==> config.mk <==
export PLATFORM = sky130hd
export DESIGN_NAME = cop_snoop
export DESIGN_NICKNAME = d
export VERILOG_FILES = /design/src/rtl/cop_snoop.sv
export SDC_FILE = /design/constraint.sdc
export NUM_CORES = 1
export LEC_CHECK = 0
export CORE_UTILIZATION = 55
export CTS_CLUSTER_DIAMETER = 100
export DETAILED_ROUTE_END_ITERATION = 8
export HOLD_SLACK_MARGIN = 0.08
export PLACE_DENSITY = 0.77
export SLEW_MARGIN = 10
export SYNTH_ARGS = -nofsm -noshare
export SYNTH_HDL_FRONTEND = slang
export SYNTH_SLANG_ARGS = --single-unit
export TNS_END_PERCENT = 50
==> constraint.sdc <==
create_clock -name clk -period 10.9 [get_ports clk]
set_input_delay 2.725 -clock clk [delete_from_list [all_inputs] [get_ports clk]]
set_output_delay 2.725 -clock clk [all_outputs]
set_load 0.03 [all_outputs]
==> src/rtl/cop_snoop.sv <==
module cop_snoop #(
  parameter int AW   = 20,
  parameter int QD16 = 6,
  parameter int QD8  = 4
) (
  input  logic          clk,
  input  logic          rst_n,
  input  logic [15:0]   bus_data,
  input  logic [AW-1:0] bus_addr,
  input  logic          fetch_done,
  input  logic [1:0]    q_stat,
  input  logic          host_rd,
  input  logic          hgnt,
  output logic          host_wide,
  output logic          hreq,
  output logic          cop_rd,
  output logic          cop_wr,
  output logic [AW-1:0] cop_addr,
  output logic [3:0]    cop_idx,
  output logic          ex_valid,
  output logic [5:0]    ex_op,
  output logic [1:0]    ex_mod,
  output logic [2:0]    ex_rm,
  output logic          opd_valid,
  output logic [15:0]   opd_data
);
  localparam int QMAX = (QD16 > QD8) ? QD16 : QD8;
  localparam int CW   = $clog2(QMAX + 1);
  localparam logic [1:0] QS_FIRST = 2'b01, QS_FLUSH = 2'b10, QS_NEXT = 2'b11;

  typedef enum logic [2:0] {S_IDLE, S_MODRM, S_WRD, S_REQ, S_XFER} st_t;
  st_t st;

  logic [7:0]    q  [QMAX];
  logic [7:0]    qn [QMAX];
  logic [CW-1:0] qcnt;
  int            cn;
  logic          pop;
  logic [7:0]    popb;
  logic [2:0]    esc;
  logic [1:0]    lcode;
  logic          wr;
  logic [3:0]    k, last, nx, lenb;
  logic [AW-1:0] base;

  assign pop  = (q_stat == QS_FIRST || q_stat == QS_NEXT) && qcnt != '0;
  assign popb = q[0];

  always_comb
    case (lcode)
      2'd0:    lenb = 4'd4;
      2'd1:    lenb = 4'd2;
      2'd2:    lenb = 4'd8;
      default: lenb = 4'd10;
    endcase

  assign nx = host_wide ? (lenb >> 1) - 4'd1 : lenb - 4'd1;

  always_comb begin
    cn = int'(qcnt);
    for (int i = 0; i < QMAX; i++) qn[i] = q[i];
    if (pop) begin
      for (int i = 0; i < QMAX - 1; i++) qn[i] = q[i+1];
      cn = cn - 1;
    end
    if (q_stat == QS_FLUSH) begin
      cn = 0;
    end else if (fetch_done) begin
      if (host_wide && cn + 2 <= QD16) begin
        for (int i = 0; i < QMAX; i++) begin
          if (i == cn)     qn[i] = bus_data[7:0];
          if (i == cn + 1) qn[i] = bus_data[15:8];
        end
        cn = cn + 2;
      end else if (!host_wide && cn + 1 <= QD8) begin
        for (int i = 0; i < QMAX; i++)
          if (i == cn) qn[i] = bus_data[7:0];
        cn = cn + 1;
      end
    end
  end

  assign hreq     = st == S_REQ || st == S_XFER;
  assign cop_rd   = st == S_XFER && !wr;
  assign cop_wr   = st == S_XFER && wr;
  assign cop_idx  = k;
  assign cop_addr = base + (host_wide ? AW'({k, 1'b0}) : AW'(k));

  always_ff @(posedge clk)
    for (int i = 0; i < QMAX; i++) q[i] <= qn[i];

  always_ff @(posedge clk) begin
    if (!rst_n) begin
      host_wide <= bus_data[15];
      qcnt      <= '0;
      st        <= S_IDLE;
      ex_valid  <= 1'b0;
      ex_op     <= '0;
      ex_mod    <= '0;
      ex_rm     <= '0;
      opd_valid <= 1'b0;
      opd_data  <= '0;
      esc       <= '0;
      lcode     <= '0;
      wr        <= 1'b0;
      k         <= '0;
      last      <= '0;
      base      <= '0;
    end else begin
      qcnt      <= CW'(cn);
      ex_valid  <= 1'b0;
      opd_valid <= 1'b0;
      case (st)
        S_IDLE, S_MODRM: begin
          if (pop && q_stat == QS_FIRST) begin
            esc <= popb[2:0];
            st  <= (popb[7:3] == 5'b11011) ? S_MODRM : S_IDLE;
          end else if (st == S_MODRM && pop && q_stat == QS_NEXT) begin
            ex_valid <= 1'b1;
            ex_op    <= {esc, popb[5:3]};
            ex_mod   <= popb[7:6];
            ex_rm    <= popb[2:0];
            wr       <= popb[4];
            lcode    <= esc[2:1];
            st       <= (popb[7:6] != 2'b11) ? S_WRD : S_IDLE;
          end else if (st == S_MODRM && q_stat == QS_FLUSH) begin
            st <= S_IDLE;
          end
        end
        S_WRD: if (host_rd) begin
          base <= bus_addr;
          if (!wr) begin
            opd_valid <= 1'b1;
            opd_data  <= host_wide ? bus_data : {8'h00, bus_data[7:0]};
          end
          last <= nx;
          k    <= wr ? 4'd0 : 4'd1;
          st   <= (wr || nx != 4'd0) ? S_REQ : S_IDLE;
        end
        S_REQ: if (hgnt) st <= S_XFER;
        S_XFER: begin
          if (!wr) begin
            opd_valid <= 1'b1;
            opd_data  <= host_wide ? bus_data : {8'h00, bus_data[7:0]};
          end
          if (k == last) st <= S_IDLE;
          else           k  <= k + 4'd1;
        end
        default: st <= S_IDLE;
      endcase
    end
  end
endmodule


# Word level (Yosys, flattened, before mapping)
# Memories as Yosys holds them, arrays and structs flattened.
# Cells that the tools add are included.
totals:
  reg_bits: 70
  ram_bits: 48
  inputBits: 43
  output_inout_bits: 57
  wordCells: 131
  n_memories: 1
classes:
  add_sub_neg: 7
  n_lt_le_gt_ge: 2
  n_eq_ne: 27
  muxes: 46
  bitwise: 3
  reduce_logical: 30
memory_table:
  columns: ["name", "words", "width", "rd", "rd_ports_with_merged_regs", "wr", "line", "source"]
  rows:
  - ["q", 6, 8, 6, 0, 6, "34", "logic [7:0] q [QMAX];"]
ops:
  columns: ["operator", "n"]
  rows:
  - ["2-to-1 mux 48 bit", 4]
  - ["== test 3 x 32 -> 1 bit (first input constant)", 4]
  - ["== test 4 x 32 -> 1 bit (first input constant)", 4]
  - ["2-to-1 mux 8 bit", 12]
  - ["== test 2 x 32 -> 1 bit (first input constant)", 2]
  - ["less-or-equal comparator 32 x 4 -> 1 bit (second input constant)", 2]
  - ["logical NOT 32 bit", 2]
  - ["2-to-1 mux 16 bit", 3]
  - ["2-to-1 mux 40 bit", 1]
  - ["adder 32 x 2 -> 32 bit (second input constant)", 1]
  - ["adder 32 x 3 -> 32 bit (second input constant)", 1]
  - ["2-to-1 mux 32 bit", 1]
  - ["one-hot mux 16 bit (2 select lines)", 1]
  - ["2-to-1 mux 3 bit", 9]
  - ["adder 20 x 5 -> 20 bit", 1]
  - ["2-to-1 mux 4 bit", 3]
  - ["one-hot mux 3 bit (4 select lines)", 1]
  - ["one-hot mux 4 bit (3 select lines)", 1]
  - ["logical AND 1 bit", 9]
  - ["inequality test 2 bit (second input constant)", 4]
  - ["one-hot mux 4 bit (2 select lines)", 1]
  - ["subtractor 3 x 1 -> 4 bit (second input constant)", 2]
  - ["== test 2 bit (second input constant)", 3]
  - ["== test 3 x 2 -> 1 bit (second input constant)", 2]
  - ["26 further kinds", 41]

# Depth between registers and ports, before layout
depth:
  depth_word: 11
  depth_mapped: 22
  depth_no_buf: 18

# Least setup slack after synthesis
# OpenSTA, ideal clock, no wires.
synth_path:
  path_kind: "input port to flip-flop"
  startpoint: "input q_stat[0]"
  endpoint: "memory q[5][0], enable pin"
  setup_time_ns: 0.326
  t_arrival_ns: 5.906
  required_time_ns: 10.574
  setup_slack_ns: 4.668
  stages: 14
  path_buffers: 3
  path_cell_list: "buf_2 > nand2_1 > buf_2 > nor4_1 > ha_1 > nand2_1 > ha_1 > nand4bb_1 > nor4b_4 > nor2_2 > a311oi_2 > o21ai_1 > inv_1 > buf_2"
synth_lines:
  columns: ["element", "line", "source"]
  rows:
  - ["start: declaration", "11", "input logic [1:0] q_stat,"]
  - ["end: declaration", "34", null]

==> results.py <==
metrics = {
    "cts": {
        "cts_tree": "done",
        "post_cts.repair.setup_buffers": 0,
        "cts_resized": 0,
        "hold_buffers": 0,
        "cts_buffer_depth": 2,
        "h-tree-depth": 4,
        "clock_sinks": 115,
        "cts-root-buf": "clkbuf_16",
        "path_clk_slew_ns": 0.05,
        "clkLatencyLatePin_ns": 0.42,
        "numCtsBuffers": 17,
    },
    "drt": {
        "num_vias": 6532,
        "drtAntennaViolNets": 0,
        "wl_um": 19400,
        "drc": 0,
        "vias_per_cell": 6.30,
        "drtIter0Drc": 641,
        "met2_length_um": 9400,
        "met3_length_um": 1460,
        "wl_met1_um": 8140,
        "firstDrtPassIters": 6,
        "wl_per_cell_um": 18.7,
        "dr.max_layer_used": "met4",
    },
    "die": {
        "die_h_um": 113,
        "initial_utilization": 0.562,
        "coreArea_um2": 12000,
        "die_x_um": 113,
        "rows": 40,
        "fp.dieArea_um2": 12700,
        "ioPinCount": 100,
    },
    "synth": {
        "ys_ff_latch": 115,
        "synthArstFlopShare": 0,
        "ys_warn_count": 0,
        "synthDistinctLibCells": 87,
        "avgSynthCellArea_um2": 8.39,
        "syn_nets": 865,
        "netlist_area_um2": 6720,
        "synthFlopType": "dfxtp_1",
        "seq_area_frac_synth": 0.356,
        "syn_inst": 801,
        "synth_edf_count": 9,
    },
    "timing": {
        "finalSetupTns_ns": 0,
        "fin_crit_sh": 0.702,
        "slew_viol_final": 0,
        "worstMarginPinSlew_ns": 1.27,
        "hold_viol": 0,
        "max_slew_margin": 0.149,
        "period_needed_ns": 7.65,
        "max_freq_ghz": 0.131,
        "rsz0062_at_grt": "no",
        "skew_ns": 0.00897,
        "setup_viol_count_final": 0,
    },
    "setup_path": {
        "crit_arrival_ns": 8.01,
        "worstPathRequired_ns": 11.25,
        "crit_path_start_kind": "input port",
        "crit_path_max_fanout": 27,
        "worstSetupEndpointType": "register",
        "crit_type": "in -> reg",
    },
    "run": {
        "maxCapViolCount": 0,
    },
    "placed_design": {
        "dpl.cell_count": 1006,
        "port_buffers": 99,
        "gp_congestion": 0.893,
        "post-dp-hpwl_um": 13500,
    },
    "finish": {
        "layout_commonest_cell": "nand2_1",
        "nets": 942,
        "final_cell_mix": "nand2_1, dfxtp_1, clkdlybuf4s50_1",
        "stdcell_count": 1037,
        "layout-drive-gt1-share": 0.0978,
        "area_growth_pct": 23.4,
        "n_antenna_cell": 0,
    },
    "power_and_ir_drop": {
        "p_per_area_nw_per_um2": 286,
        "total_power_w": 0.00237,
        "leakagePower_nw": 3.10,
        "ir_drop_mv": 0.166,
    },
    "global_route": {
        "overflow": 0,
        "antenna_found_initial": 0,
        "grt_pass1_vias": 6515,
        "grt_pass1_wl_um": 31900,
        "grt_usage": 0.316,
        "grt_max_degree": 62,
    },
    "hold_path": {
        "hp-class": "reg -> reg",
    },
    "outcome": {
        "status": "finished clean",
    },
}
==> synth_stat cells, drive strengths merged (3+ instances only) <==
cell	count	share of area
a21o	4	0.0045
a21oi	92	0.072
a221oi	7	0.010
a222oi	3	0.0045
a22oi	3	0.0054
a31oi	3	0.0028
a32oi	3	0.0050
and2	4	0.0037
and3	3	0.0028
buf	25	0.022
clkbuf	22	0.012
dfxtp	106	0.32
edfxtp	9	0.040
ha	20	0.037
inv	16	0.0089
mux2	13	0.022
mux2i	54	0.080
nand2	169	0.095
nand2b	3	0.0032
nand3	28	0.022
nand4	10	0.010
nor2	45	0.026
nor2b	5	0.0058
nor3	11	0.0082
nor3b	6	0.0091
nor4	4	0.0037
o211ai	24	0.028
o21ai	19	0.014
o22ai	4	0.0056
o2bb2ai	3	0.0039
o32ai	7	0.0091
or2	7	0.0065
xnor2	21	0.030
xor2	7	0.0091
==> metrics by stage <==
step	cell area [um2]	worst slack, ns	hold WS (ns)	utilization
finish	8290	3.25	0.450	0.693
global route	8290	2.87	0.478	0.693
CTS	8290	3.33	0.452	0.693
detailed placement	7710	2.92	0.447	0.645
global placement	7710	3.26	0.443	0.645
floorplan	6720	4.67	0.432	-
==> report_power, final <==
part | switching (W) | internal, W
combinational | 0.000739 | 0.000464
clock | 0.000195 | 0.000353
sequential | 0.0000719 | 0.000548
total | 0.00101 | 0.00137
==> critical path, cell delays in order <==
cell and delay [ns]:
clkdlybuf4s50_1 0.61, and2_2 0.37, xnor2_1 0.51, ha_1 0.49
nand3_1 0.14, ha_1 0.30, nand4bb_1 0.15, nor4b_4 0.51
nor2_2 0.10, a311oi_2 0.82, o21ai_1 0.15, inv_1 0.77
o32ai_1 0.18, a21oi_1 0.16
==> state kept, by name, summed over array words and instances, names as in the netlist <==
| name | cells |
|---|---|
| q | 48 |
| base | 20 |
| opd_data | 16 |
| ex_op | 6 |
| cop_idx | 4 |
| last | 4 |
| esc | 3 |
| ex_rm | 3 |
| qcnt | 3 |
| st | 3 |
| ex_mod | 2 |
| ex_valid | 1 |
| host_wide | 1 |
| opd_valid | 1 |
==> final timing paths <==
| path | slack (ns) | start | endpoint | depth (start not counted) |
|---|---|---|---|---|
| hold / removal | 0.45 | opd_data[8] | opd_data[8] | 2 |
| setup / recovery | 3.25 | q_stat[0] | q[1][3] | 14 |
| setup reg to reg | 5.22 | qcnt[0] | q[1][3] | 16 |
| hold reg to reg | 0.45 | opd_data[8] | opd_data[8] | 2 |
==> logic make-up after synthesis <==
kind of cell / Yosys count / share of synthesized area
flip-flops: 115 / 0.356
buffers and inverters: 64 / 0.0439
AND/OR/NAND/NOR: 309 / 0.217
XOR/XNOR: 28 / 0.0393
multiplexers: 67 / 0.102
AO/OA/AOI/OAI: 197 / 0.202
adder cells (fa/ha/maj): 21 / 0.0402
==> layer usage <==
metal  track usage  vias up
li1              -     3032
met1         0.399     3146
met2         0.525      311
met3        0.0670       43
met4         0.129        0
met5             0        -
==> cell type report <==
class                   instances  area, um2
fillers                       956       3670
multi-input cells             622       4040
inverters                      17       63.8
clock inverters                 8        101
well taps                     147        184
clock buffers                  23        478
repair buffers                105       1040
flip-flops and latches        115       2390
(Power assumes the default switching activity.)
